### src/rtl/ps2rx_pkg.sv
package ps2rx_pkg;

   typedef enum logic [1:0] {
      RX_IDLE = 2'd0,
      RX_BITS = 2'd1,
      RX_LOAD = 2'd2
   } rx_state_e;

   function automatic int unsigned bits_for(input int unsigned value);
      return (value < 2) ? 1 : $clog2(value + 1);
   endfunction

endpackage

### src/rtl/ps2rx_clk_filter.sv
module ps2rx_clk_filter #(
   parameter int unsigned HIST_LEN = 8
) (
   input  logic clk,
   input  logic rst,
   input  logic raw_clk,
   output logic filt_clk,
   output logic fall_tick
);

   if (HIST_LEN < 2) begin : g_bad_hist
      $error("ps2rx_clk_filter: HIST_LEN must be at least 2");
   end

   logic [HIST_LEN-1:0] hist_q;
   logic                level_q;
   logic                level_d;

   always_ff @(posedge clk or posedge rst) begin
      if (rst) begin
         hist_q  <= '0;
         level_q <= 1'b0;
      end else begin
         hist_q  <= {raw_clk, hist_q[HIST_LEN-1:1]};
         level_q <= level_d;
      end
   end

   always_comb begin
      level_d = level_q;
      if (&hist_q) begin
         level_d = 1'b1;
      end else if (~|hist_q) begin
         level_d = 1'b0;
      end
   end

   assign filt_clk  = level_q;
   assign fall_tick = level_q & ~level_d;

endmodule

### src/rtl/ps2rx_frame_fsm.sv
module ps2rx_frame_fsm
   import ps2rx_pkg::*;
#(
   parameter int unsigned DATA_W = 8
) (
   input  logic              clk,
   input  logic              rst,
   input  logic              start_ok,
   input  logic              fall_tick,
   input  logic              data_bit,
   output logic              busy,
   output logic              done,
   output logic              load,
   output logic [DATA_W:0]   word_bits,
   output logic [DATA_W-1:0] byte_out
);

   localparam int unsigned PAY_W    = DATA_W + 1;
   localparam int unsigned CNT_INIT = PAY_W;
   localparam int unsigned CNT_W    = bits_for(CNT_INIT);

   rx_state_e          state_q, state_d;
   logic [CNT_W-1:0]   cnt_q, cnt_d;
   logic [PAY_W-1:0]   sreg_q, sreg_d;
   logic [DATA_W-1:0]  byte_q;
   logic               load_d;

   always_ff @(posedge clk or posedge rst) begin
      if (rst) begin
         state_q <= RX_IDLE;
         cnt_q   <= '0;
         sreg_q  <= '0;
         byte_q  <= '0;
      end else begin
         state_q <= state_d;
         cnt_q   <= cnt_d;
         sreg_q  <= sreg_d;
         if (load_d) begin
            byte_q <= sreg_q[DATA_W-1:0];
         end
      end
   end

   always_comb begin
      state_d = state_q;
      cnt_d   = cnt_q;
      sreg_d  = sreg_q;
      load_d  = 1'b0;
      unique case (state_q)
         RX_IDLE: begin
            if (start_ok && fall_tick && !data_bit) begin
               state_d = RX_BITS;
               cnt_d   = CNT_W'(CNT_INIT);
            end
         end
         RX_BITS: begin
            if (fall_tick) begin
               if (cnt_q == '0) begin
                  state_d = RX_LOAD;
                  load_d  = 1'b1;
               end else begin
                  sreg_d = {data_bit, sreg_q[PAY_W-1:1]};
                  cnt_d  = cnt_q - 1'b1;
               end
            end
         end
         RX_LOAD: begin
            state_d = RX_IDLE;
         end
         default: begin
            state_d = RX_IDLE;
         end
      endcase
   end

   assign busy      = (state_q != RX_IDLE);
   assign done      = (state_q == RX_LOAD);
   assign load      = load_d;
   assign word_bits = sreg_q;
   assign byte_out  = byte_q;

endmodule

### src/rtl/ps2rx_parity.sv
module ps2rx_parity #(
   parameter int unsigned DATA_W   = 8,
   parameter bit          CHECK_EN = 1'b1
) (
   input  logic            clk,
   input  logic            rst,
   input  logic            load,
   input  logic [DATA_W:0] word_bits,
   output logic            perr
);

   if (CHECK_EN) begin : g_check
      logic perr_q;
      always_ff @(posedge clk or posedge rst) begin
         if (rst) begin
            perr_q <= 1'b0;
         end else if (load) begin
            perr_q <= ~(^word_bits);
         end
      end
      assign perr = perr_q;
   end else begin : g_nocheck
      logic unused_par;
      assign unused_par = ^{clk, rst, load, word_bits};
      assign perr       = 1'b0;
   end

endmodule

### src/rtl/ps2_frame_rx.sv
module ps2_frame_rx #(
   parameter int unsigned HIST_LEN  = 8,
   parameter int unsigned DATA_W    = 8,
   parameter bit          PARITY_EN = 1'b1
) (
   input  logic              clk,
   input  logic              rst,
   input  logic              rx_en,
   input  logic              ps2_clk_in,
   input  logic              ps2_data_in,
   output logic [DATA_W-1:0] rx_byte,
   output logic              rx_done,
   output logic              rx_perr
);

   if (DATA_W < 1) begin : g_bad_width
      $error("ps2_frame_rx: DATA_W must be at least 1");
   end

   logic            filt_clk;
   logic            fall_tick;
   logic            rx_busy;
   logic            word_load;
   logic [DATA_W:0] word_bits;
   logic            unused_filt;

   assign unused_filt = filt_clk;

   ps2rx_clk_filter #(
      .HIST_LEN (HIST_LEN)
   ) u_filter (
      .clk       (clk),
      .rst       (rst),
      .raw_clk   (ps2_clk_in),
      .filt_clk  (filt_clk),
      .fall_tick (fall_tick)
   );

   ps2rx_frame_fsm #(
      .DATA_W (DATA_W)
   ) u_fsm (
      .clk       (clk),
      .rst       (rst),
      .start_ok  (rx_en),
      .fall_tick (fall_tick),
      .data_bit  (ps2_data_in),
      .busy      (rx_busy),
      .done      (rx_done),
      .load      (word_load),
      .word_bits (word_bits),
      .byte_out  (rx_byte)
   );

   ps2rx_parity #(
      .DATA_W   (DATA_W),
      .CHECK_EN (PARITY_EN)
   ) u_parity (
      .clk       (clk),
      .rst       (rst),
      .load      (word_load),
      .word_bits (word_bits),
      .perr      (rx_perr)
   );

endmodule

### config.mk
export PLATFORM = sky130hd
export DESIGN_NAME = ps2_frame_rx
export DESIGN_NICKNAME = d
export VERILOG_FILES = /design/src/rtl/ps2rx_pkg.sv /design/src/rtl/ps2rx_clk_filter.sv /design/src/rtl/ps2rx_frame_fsm.sv /design/src/rtl/ps2rx_parity.sv /design/src/rtl/ps2_frame_rx.sv
export SDC_FILE = /design/constraint.sdc
export NUM_CORES = 1
export LEC_CHECK = 0
export BUFFER_PORTS_ARGS = -buffer_cell sky130_fd_sc_hd__buf_2
export CAP_MARGIN = 20
export CORE_ASPECT_RATIO = 0.8
export CORE_MARGIN = 8
export CORE_UTILIZATION = 45
export CTS_CLUSTER_DIAMETER = 150
export DETAILED_ROUTE_END_ITERATION = 8
export PLACE_DENSITY = 0.61
export SLEW_MARGIN = 20
export SYNTH_ARGS = -nofsm -noshare
export SYNTH_HDL_FRONTEND = slang
export SYNTH_SLANG_ARGS = --single-unit
export TNS_END_PERCENT = 30
### constraint.sdc
create_clock -name clk -period 2.9 [get_ports clk]
set_input_delay 0.87 -clock clk [delete_from_list [all_inputs] [get_ports clk]]
set_output_delay 0.87 -clock clk [all_outputs]
set_load 0.05 [all_outputs]
# After elaboration in Yosys (flattened, before gate mapping)

Cells that the tools add are included.

Register bits after elaboration: 33
Input bits: 5
Output and inout port bits: 10
Word-level logic and storage cells: 43

Add/sub/neg operators: 1
Equal/unequal tests: 6
Multiplexer cells: 13
Bitwise operators: 4
Reductions and logical operators: 12

Operator list:

| operator                                              | number |
|---|---|
| 2-to-1 mux 4 bit                                      | 3 |
| XOR reduction 9 bit                                   | 1 |
| case mux 4 bit (2 select lines)                       | 1 |
| AND reduction 8 bit                                   | 1 |
| OR reduction 8 bit                                    | 1 |
| 2-to-1 mux 2 bit                                      | 3 |
| inequality test 2 x 1 -> 1 bit, second input constant | 3 |
| AND reduction 3 bit                                   | 2 |
| 2-to-1 mux 1 bit                                      | 5 |
| zero test 4 bit                                       | 1 |
| case mux 2 bit (2 select lines)                       | 1 |
| AND reduction 4 bit                                   | 1 |
| subtractor 4 x 1 -> 4 bit, second input constant      | 1 |
| NOT 1 bit                                             | 3 |
| equality test 2 x 1 -> 1 bit, second input constant   | 1 |
| equality test 2 bit, second input constant            | 1 |
| logical AND 1 bit                                     | 2 |
| zero test 2 bit                                       | 1 |
| inequality test 2 bit, second input constant          | 1 |
| nonzero test 2 bit                                    | 1 |
| AND 1 bit                                             | 1 |
| zero test 1 bit                                       | 1 |

# Longest topological paths before layout

Gate-level depths: netlist of run 1.

Depth after elaboration: 9
Gate-level depth with buffers: 6
Depth with buffers taken out: 6

# By module

A second synthesis of run 1 with hierarchy kept.

Cells, all modules: 97
Area total of the unflattened synthesis: 1406.3 µm²

By module, submodules not included:

| module           | instances | cells an instance | area each (µm²) | sequential area each (µm²) |
|---|---|---|---|---|
| ps2rx_frame_fsm  | 1         | 69                | 993.5           | 575.6 |
| ps2rx_clk_filter | 1         | 17                | 285.3           | 225.2 |
| ps2rx_parity     | 1         | 11                | 127.6           | 25.0 |

# Least setup slack after synthesis of run 1

OpenSTA, ideal clock, no wires.

Path type: flip-flop to output port
Start: register u_fsm.state_q[0]
End: output rx_done
Arrival time: 1.130 ns
Required time: 2.030 ns
Slack: 0.900 ns
Cell stages (with the launch flop): 2
Path buffers: 0
Cell sequence: dfrtp_1 > nor2b_1

Cells in the longest elaborated chain, start to end: 1

RTL lines:

| item                   | line                  | source |
|---|---|---|
| start, declared        | ps2rx_frame_fsm.sv:22 | `rx_state_e state_q, state_d;` |
| start signal, assigned | ps2rx_frame_fsm.sv:35 | `state_q <= state_d;` |
| equality test 2 bit    | ps2rx_frame_fsm.sv:77 | `assign done = (state_q == RX_LOAD);` |
| end, declared          | ps2_frame_rx.sv:12    | `output logic rx_done,` |

Every way passes these cells.

# Worst setup path in the final report of run 1

Start: register u_fsm.cnt_q[0]
End: register u_fsm.byte_q[3], in the netlist u_fsm.byte_out[3]

Cells in the longest elaborated chain, start to end: 4

RTL lines:

| item                   | line                  | source |
|---|---|---|
| start, declared        | ps2rx_frame_fsm.sv:23 | `logic [CNT_W-1:0] cnt_q, cnt_d;` |
| start signal, assigned | ps2rx_frame_fsm.sv:36 | `cnt_q <= cnt_d;` |
| zero test 4 bit        | ps2rx_frame_fsm.sv:58 | `if (cnt_q == '0) begin` |
| 2-to-1 mux 1 bit       | ps2rx_frame_fsm.sv:58 |  |
| 2-to-1 mux 1 bit       | ps2rx_frame_fsm.sv:57 | `if (fall_tick) begin` |
| 2-to-1 mux 1 bit       | ps2rx_frame_fsm.sv:49 | `unique case (state_q)` |
| end signal, assigned   | ps2rx_frame_fsm.sv:39 | `byte_q <= sreg_q[DATA_W-1:0];` |
| end, declared          | ps2rx_frame_fsm.sv:25 | `logic [DATA_W-1:0] byte_q;` |

Every way passes these cells.
A chain may end at the register's enable or synchronous reset.

==> results of run 1 <==
stage by stage:
step | hold slack [ps] | setup WS [ps] | instances
global route | 482 | 737 | 158
finish | 452 | 802 | 158
global placement | 437 | 877 | 150
CTS | 462 | 797 | 158
detailed placement | 448 | 811 | 150
floorplan | 418 | 900 | 97
synthesized netlist by cell type:
master / instances / share of area (%)
nand4_1: 2 / 0.88
or3_1: 1 / 0.44
nor3_1: 3 / 1.1
ha_1: 2 / 1.8
a31oi_1: 1 / 0.44
nor4_1: 1 / 0.44
nor2_1: 1 / 0.26
inv_1: 3 / 0.79
xor2_1: 2 / 1.2
buf_2: 1 / 0.35
nand3b_1: 1 / 0.53
mux2_4: 7 / 7.4
mux2_1: 1 / 0.79
nor4_4: 2 / 3.0
nor3b_1: 1 / 0.53
a41o_1: 1 / 0.70
xnor3_1: 1 / 1.6
o21ai_0: 2 / 0.70
nand2_1: 2 / 0.53
nand2b_1: 3 / 1.3
mux2_2: 11 / 8.7
o41ai_1: 1 / 0.61
dfrtp_1: 33 / 58
or3b_4: 1 / 0.79
xnor2_1: 4 / 2.5
a21oi_1: 1 / 0.35
or3b_1: 1 / 0.61
o22a_1: 1 / 0.61
mux2i_1: 1 / 0.70
buf_6: 1 / 0.79
nand2_2: 1 / 0.44
nor2b_1: 3 / 1.3
power breakdown:
group	switching (mW)	internal (mW)	total, mW
Clock	0.165	0.341	0.506
Sequential	0.0112	0.469	0.481
Combinational	0.0162	0.0109	0.0271
layer usage:
layer / share of wire (%) / wire length (µm) / GRT usage [%] / vias up
met5: 0 / 0 / 0 / -
met4: 2.0 / 47 / 6.22 / 0
met3: 3.8 / 88 / 3.94 / 5
met2: 46 / 1080 / 14.9 / 11
met1: 48 / 1120 / 13.2 / 388
li1: - / - / - / 387
kinds of logic (layout without fill, tap and decap cells):
| group | count (synthesis) | in the layout | synth area share [%] |
|---|---|---|---|
| muxes | 20 | 20 | 17.6 |
| AOI/OAI and AO/OA | 7 | 7 | 3.42 |
| adders and majority gates | 2 | 2 | 1.76 |
| buffers and inverters | 5 | 26 | 1.93 |
| DFF | 33 | 33 | 57.9 |
| xor gates and xnor gates | 7 | 7 | 5.27 |
| and+or+nand+nor | 23 | 23 | 12.1 |
sequential cells by signal, summed over array words and instances, names as in the netlist:
name and count:
u_fsm.state_q 2, u_parity.perr 1, u_filter.hist_q 8, u_fsm.word_bits 9, u_filter.filt_clk 1, u_fsm.byte_out 8, u_fsm.cnt_q 4
worst reg2reg max path: stages (launching register included):
cell     delay, ps
dfrtp_1        410
inv_1           90
ha_1           140
or3b_1         390
or3_1          580
mux2_1         380
area by class of cell:
class	instances	share of cell area (%)
Inverter	3	0.674
Multi-Input combinational cell	59	34.2
Timing Repair Buffer	15	4.64
Clock buffer	5	4.12
Sequential cell	33	49.4
Tap cell	40	3.00
Clock inverter	3	3.90
worst max path at each step:
stage                                             from                       endpoint  slack [ps]  cells past startpoint
final                       u_fsm.cnt_q[0]$_DFFE_PP0P_  u_fsm.byte_out[3]$_DFFE_PP0P_         800                      5
after global routing        u_fsm.cnt_q[0]$_DFFE_PP0P_  u_fsm.byte_out[3]$_DFFE_PP0P_         740                      5
after CTS                   u_fsm.cnt_q[0]$_DFFE_PP0P_  u_fsm.byte_out[3]$_DFFE_PP0P_         800                      5
after detailed placement    u_fsm.cnt_q[0]$_DFFE_PP0P_  u_fsm.byte_out[3]$_DFFE_PP0P_         810                      5
after global placement      u_fsm.cnt_q[0]$_DFFE_PP0P_  u_fsm.byte_out[3]$_DFFE_PP0P_         880                      5
after floorplan           u_fsm.state_q[0]$_DFFE_PP0P_                        rx_done         900                      1
==> results.toml, run 1 <==
[outcome]
status = "completed"

[setup_path]
path_buf_inv = 1
crit_type = "flip-flop to flip-flop"
r2r-start = "u_fsm.cnt_q[0]$_DFFE_PP0P_"
slowest_stage = "or3_1"
crit_fanout = 9
rr_worst_depth = 5
crit_chain = "inv_1 -> ha_1 -> or3b_1 -> or3_1 -> mux2_1"
r2r_end = "u_fsm.byte_out[3]$_DFFE_PP0P_"
worst_setup_path_start_kind = "flip-flop"
crit_path_end_kind = "flip-flop"
worstPathArrival_ps = 2260
cp_slowest_stage_delay_ps = 580
r2r_setup_slack_ps = 800
critPathTopFamily = "simple AND/OR/NAND/NOR gates"
critPathRequiredTime_ps = 3060

[timing]
layout_min_cycle_time_ps = 2100
rsz0062_at_grt = "no"
final-setup-viol-count = 0
drv_slew = 0
worst_pin_slew_ps = 408
final-hold-violation-count = 0
maxSlewHeadroom_pct = 72.8
fmax_ghz = 0.477
finalCritPeriodShare_pct = 72.4
fin_tns_setup_ps = 0
final.setup_skew_ps = 4.60

[floorplanning]
io_pins = 15
start_util_pct = 46.5
die_y_um = 66.3
die_x_um = 78.9
core.rowCount = 18
dieArea_mm2 = 0.00523
coreArea_mm2 = 0.00306

[final_layout]
mostFrequentLayoutCells = "dfrtp_1 (33), buf_2 (14), mux2_2 (11)"
drive_above_1_share_pct = 38.1
layout_commonest_cell = "dfrtp_1"
area_growth_pct = 17.2
nNetsFinal = 124
final_area_mm2 = 0.00167
n_fill_cell = 271
fin_util_pct = 54.5
multi_input_area_um2 = 572
seq_area_um2 = 826
insertedDiodeCount = 0

[grt]
grt_pass1_wl_um = 4130
antenna_found_initial = 0
gr-total-overflow = 0
grt_max_degree = 34
grtUsageTotal_pct = 10.4
grt_pass1_vias = 841

[logic_synthesis]
synth.avg_cell_area_um2 = 14.7
syn_inst = 97
ys_seq_elements = 33
syn_area_mm2 = 0.00143
ys_types = 32
syn-num-nets = 104
ys_seq_area_share_pct = 57.9
yosys_warnings = 0

[placement]
gp_congestion = 0.852
numPortBuffers = 14
placed_area_mm2 = 0.00154
hpwl_um = 1670

[detailed_routing]
vias_per_cell = 5.01
drt_wl_total_um = 2340
antenna_left = 0
wl_per_cell_um = 14.8
first_pass_iters = 4
drcViolationCount = 0
vias = 791
drt-initial-drc-count = 65

[cts]
clock_latency_ps = 280
cts_hold_buf = 0
root_buffer = "clkbuf_8"
cts_buffer_depth = 2
numCtsBuffers = 5
cts_tree = "done"
h-tree-depth = 2
clk_transition_reported_paths_ps = 70
post_cts_resized = 0
post_cts_buffers = 0
cts.sinks = 33

[min_path]
hold_end = "u_fsm.state_q[0]$_DFFE_PP0P_"
holdCritPathClass = "flip-flop to flip-flop"
whs_path_depth = 1
hp-start = "u_fsm.state_q[1]$_DFFE_PP0P_"

[power]
p_per_area_mw_per_mm2 = 607
leakage_nw = 0.827
p_total_mw = 1.01
ir_drop_v = 0.000380

[job]
drv_cap = 0
No activity file was read; power rests on OpenSTA's default activity.
==> run 2, diff against run 1 <==
ABC_AREA = 1   (was unset)
PLACE_DENSITY = 0.63   (was 0.61)
clock period = 1.9 ns   (was 2.9 ns; I/O delays follow)
==> run 2 against run 1 <==
Non-clock buffer count up 1. Largest power group is now sequential cells. Highest routed layer unchanged. Count of clock-buffer cells in the layout unchanged. Critical endpoint is now rx_done. First-iteration DRC count down 28%. Largest cell class unchanged.
==> results.toml, run 2 <==
[outcome]
status = "completed"

[timing]
finalCritPeriodShare_pct = 89.3
layout_min_cycle_time_ps = 1700
maxSlewHeadroom_pct = 70.4
final-setup-viol-count = 0
fin_ws_ps = 203
final.setup_skew_ps = 4.84
worst_pin_slew_ps = 444
rsz0062_at_grt = "no"
final-hold-violation-count = 0
fin_tns_setup_ps = 0
fmax_ghz = 0.589
drv_slew = 0

[logic_synthesis]
yosys.area_share.simple_pct = 24.1
yosys_warnings = 0
yosysMostFrequentCell = "nand2_1"
syn_area_mm2 = 0.00152
synthTopCellsByArea = "dfrtp_1 (54%), nand2_1 (9.9%), inv_1 (5.7%), o21ai_2 (4.6%), o21ai_0 (3.6%)"
ys_seq_elements = 33
synth_compound_area_share_pct = 9.72
synth_commonest_cells = "nand2_1 (40), dfrtp_1 (33), inv_1 (23)"
syn_inst = 164
synth_top_cell_by_area = "dfrtp_1"
ys_types = 22
ys_seq_area_share_pct = 54.4
yosys-mux-area-fraction_pct = 0
synthAdderAreaFrac_pct = 1.65
syn-num-nets = 171
synth_top_area_share_pct = 54.4
synth_top_family_by_area = "simple AND/OR/NAND/NOR gates"
ys_async_sr_fraction_pct = 100
synth_edf_count = 0
synth.avg_cell_area_um2 = 9.26
ys.flop_type = "dfrtp_1"
yosys.area_share.xor_xnor_pct = 2.31

[setup_path]
r2r-start = "u_filter.hist_q[7]$_DFF_PP0_"
worst_setup_path_start_kind = "flip-flop"
rr_worst_depth = 8
critPathRequiredTime_ps = 1330
r2r_setup_slack_ps = 390
worstPathArrival_ps = 1130
crit_fanout = 4
crit_type = "flip-flop to output port"
startpoint = "u_fsm.state_q[1]$_DFFE_PP0P_"
r2r_end = "u_parity.perr$_DFFE_PP0P_"
crit_path_end_kind = "output port"

[detailed_routing]
drt_wl_total_um = 2660
vias_per_cell = 4.78
drt-initial-drc-count = 47
first_pass_iters = 4
wl_per_cell_um = 11.8
antenna_left = 0
vias = 1080
drcViolationCount = 0

[final_layout]
drive_above_1_share_pct = 22.8
layout_commonest_cell = "nand2_1"
mostFrequentLayoutCells = "nand2_1 (40), dfrtp_1 (33), inv_1 (23)"
n_fill_cell = 321
final_area_mm2 = 0.00171
nNetsFinal = 192
fin_util_pct = 51.3
largest_reg_flops = 9
area_growth_pct = 12.4
insertedDiodeCount = 0

[grt]
antenna_found_initial = 0
met2_usage_pct = 16.5
grt_pass1_vias = 1092
grt_max_degree = 19
use_met3_pct = 4.33
grtUsageTotal_pct = 11.5
busiest_layer = "met2"
gr-total-overflow = 0
grt_pass1_wl_um = 4840
met1_usage_pct = 14.7

[cts]
cts_tree = "done"
h-tree-depth = 2
cts_buffer_depth = 2
numCtsBuffers = 5
cts.sinks = 33
post_cts_resized = 0
root_buffer = "clkbuf_8"
post_cts_buffers = 0
cts_hold_buf = 0
clk_transition_reported_paths_ps = 60
clock_latency_ps = 280

[job]
drv_cap = 0

[floorplanning]
dieArea_mm2 = 0.00550
die_y_um = 68.0
die_x_um = 81.0
coreArea_mm2 = 0.00333
io_pins = 15
core.rowCount = 19
start_util_pct = 45.6

[min_path]
holdCritPathClass = "input pin to asynchronous set/reset pin"

[placement]
placed_area_mm2 = 0.00163
numPortBuffers = 14
hpwl_um = 1990
place_ws_ps = 390
gp_congestion = 0.815

[power]
leakage_nw = 0.853
p_total_mw = 1.24
ir_drop_v = 0.000421
p_per_area_mw_per_mm2 = 726
run 2: how the worst max path moves through the flow:
| stage | endpoint | cells past startpoint |
|---|---|---|
| 6_report | rx_done | 3 |
| 5_1_grt | rx_done | 3 |
| 4_1_cts | rx_done | 3 |
| 3_5_place_dp | u_parity.perr$_DFFE_PP0P_ | 8 |
| 3_3_place_gp | u_parity.perr$_DFFE_PP0P_ | 8 |
| 2_1_floorplan | rx_done | 2 |
run 2: kinds of logic after synthesis:
logic type | Yosys count
fa+ha+maj | 2
simple gates | 75
xor+xnor | 4
buf+inv | 27
compound gates | 23
flops | 33
run 2: layout make-up:
type,count,area (µm²),area share [%]
Clock inverter,1,5.00,0.293
Tap cell,42,52.6,3.08
Clock buffer,5,68.8,4.03
Sequential cell,33,826,48.4
Timing Repair Buffer,16,85.1,4.98
Multi-Input combinational cell,104,574,33.6
Inverter,25,96.3,5.64
run 2: worst max-delay path, stage by stage, from the launching register on:
cell     delay, ps
dfrtp_1        440
inv_1           60
nor2_1          90
buf_2          270
run 2: where the power goes:
| group | switching (mW) | internal, mW |
|---|---|---|
| sequential | 0.0102 | 0.716 |
| clock | 0.230 | 0.240 |
| combinational | 0.0286 | 0.0137 |
run 2: metal layers:
layer / share of wire [%] / up-vias
met3: 6.6 / 7
met4: 2.3 / 0
met2: 42 / 27
met1: 49 / 491
met5: 0 / -
li1: - / 555
run 2: through the flow:
step	hold WS [ps]	std cells
floorplan	374	164
global placement	381	220
detailed placement	387	220
CTS	297	226
global route	322	226
finish	281	226
==> run 3, diff against run 2 <==
ABC_AREA = 0   (was 1)
CORE_MARGIN = 2   (was 8)
==> run 3 against run 2 <==
Routed wire length is 3.6% lower. Total power is 6.2% higher. Sequential share of layout area is 2.9 points lower. Via count is 18% lower. First-iteration DRC count is 19% lower. Critical endpoint is now u_fsm.byte_out[7]$_DFFE_PP0P_. Fmax is 10% lower. Die area is 34% lower. Non-clock buffer count is 18 higher. Critical path depth is 3 higher. Critical path type is now flip-flop to flip-flop. Design area is 6.4% higher. Final cell count is 22% lower. Hold slack better by 83 ps.
==> results.toml, run 3 (synthesis results as in run 1) <==
[final_layout]
area_growth_pct = 27.5
largest_reg_flops = 9
insertedDiodeCount = 0
drive_above_1_share_pct = 51.8
final_area_mm2 = 0.00182
nNetsFinal = 144
fin_util_pct = 59.3
mostFrequentLayoutCells = "dfrtp_1 (33), buf_4 (17), buf_2 (15)"
finalNonFillerCells = 177
layout_commonest_cell = "dfrtp_1"

[floorplanning]
dieArea_mm2 = 0.00364
die_x_um = 66.9
coreArea_mm2 = 0.00306
core.rowCount = 18
io_pins = 15
start_util_pct = 46.5
die_y_um = 54.3

[timing]
fin_ws_ps = 7.75
maxSlewHeadroom_pct = 73.0
worst_pin_slew_ps = 405
fin_tns_setup_ps = 0
finalCritPeriodShare_pct = 99.6
final.setup_skew_ps = 7.58
final-hold-violation-count = 0
rsz0062_at_grt = "yes"
final-setup-viol-count = 0
layout_min_cycle_time_ps = 1890
holdWs_ps = 364
drv_slew = 0
fmax_ghz = 0.528

[outcome]
status = "completed"

[grt]
grtUsageTotal_pct = 16.3
gr-total-overflow = 0
grt_pass1_wl_um = 4020
antenna_found_initial = 0
grt_pass1_vias = 840
grt_max_degree = 34

[cts]
cts_buffer_depth = 2
clk_transition_reported_paths_ps = 70
numCtsBuffers = 5
root_buffer = "clkbuf_8"
cts_tree = "done"
cts.sinks = 33
clock_latency_ps = 280
cts_hold_buf = 0
h-tree-depth = 2

[setup_path]
crit_type = "flip-flop to flip-flop"
crit_path_end_kind = "flip-flop"
critPathRequiredTime_ps = 2070
slowest_stage = "dfrtp_1"
worstPathArrival_ps = 2060
cp_slowest_stage_delay_ps = 390
crit_chain = "inv_2 -> ha_4 -> or3b_4 -> or3_4 -> buf_2 -> mux2_2"
worst_setup_path_start_kind = "flip-flop"
crit_fanout = 4

[detailed_routing]
drt-initial-drc-count = 38
wl_per_cell_um = 14.5
antenna_left = 0
drcViolationCount = 0
first_pass_iters = 4
vias_per_cell = 5.02
vias = 888
drt_wl_total_um = 2570

[min_path]
holdCritPathClass = "input pin to asynchronous set/reset pin"

[placement]
hpwl_um = 1620
gp_congestion = 0.875
placed_area_mm2 = 0.00162
place_ws_ps = -41.6
numPortBuffers = 14
dp_cells = 161

[power]
p_total_mw = 1.32
p_per_area_mw_per_mm2 = 724
ir_drop_v = 0.000571
leakage_nw = 0.904

[job]
drv_cap = 0
run 3: cell types whose count changed in the layout (fill, tap and decap cells not counted), moves of 7 or more:
| cell | previous run | this run |
|---|---|---|
| nand2_1 | 40 | 2 |
| inv_1 | 23 | 1 |
| buf_4 | 2 | 17 |
| nor2_1 | 13 | 1 |
| mux2_2 | 0 | 10 |
| mux2_4 | 0 | 9 |
| o21ai_0 | 11 | 2 |
| o21ai_2 | 8 | 0 |
| nand3_1 | 7 | 0 |
run 3: worst paths after layout:
| check | start | to | slack (ps) | cells after the start |
|---|---|---|---|---|
| max | u_fsm.cnt_q[0]$_DFFE_PP0P_ | u_fsm.byte_out[7]$_DFFE_PP0P_ | 8 | 6 |
| min | rst | u_fsm.word_bits[1]$_DFFE_PP0P_ | 360 | 3 |
| max reg2reg | u_fsm.cnt_q[0]$_DFFE_PP0P_ | u_fsm.byte_out[7]$_DFFE_PP0P_ | 8 | 6 |
| min reg2reg | u_filter.hist_q[4]$_DFF_PP0_ | u_filter.hist_q[3]$_DFF_PP0_ | 450 | 0 |
| max in group asynchronous | rst | u_fsm.state_q[1]$_DFFE_PP0P_ | 1240 | 3 |
| min in group clk | ps2_clk_in | u_filter.hist_q[7]$_DFF_PP0_ | 390 | 1 |
run 3: repair_timing:
item                                    CTS  global route
pin swaps                                 0             5
endpoints found under the setup margin   19            23
buffers inserted                          1             6
gates cloned                              0             2
resized for setup                         2             9
run 3: power breakdown:
group	leakage [nW]	internal, mW	total (mW)	switching, mW
clock network	0.0433	0.286	0.526	0.240
logic	0.437	0.0268	0.0571	0.0303
registers	0.423	0.717	0.733	0.0161
total	0.904	1.03	1.32	0.287
run 3: layout make-up:
cell class              instances  area, µm²
repair buffers                 34        225
clock buffers                   6       82.6
fillers                       262       1250
clock inverters                 1       7.51
multi-input cells              60        614
flip-flops and latches         33        826
inverters                       3       11.3
well taps                      40       50.0
run 3: layer usage:
layer,global-route usage (%),part of all wire (%)
met5,0,0
met4,10.5,2.1
met3,5.76,4.2
met2,22.8,44
met1,21.4,50
run 3: critical path: cells and delay by family, from the launching register on:
family        cells  cell delay [ps]
fa+ha+maj         1              120
simple gates      2              750
flops             1              390
buf+inv           2              250
mux               1              270
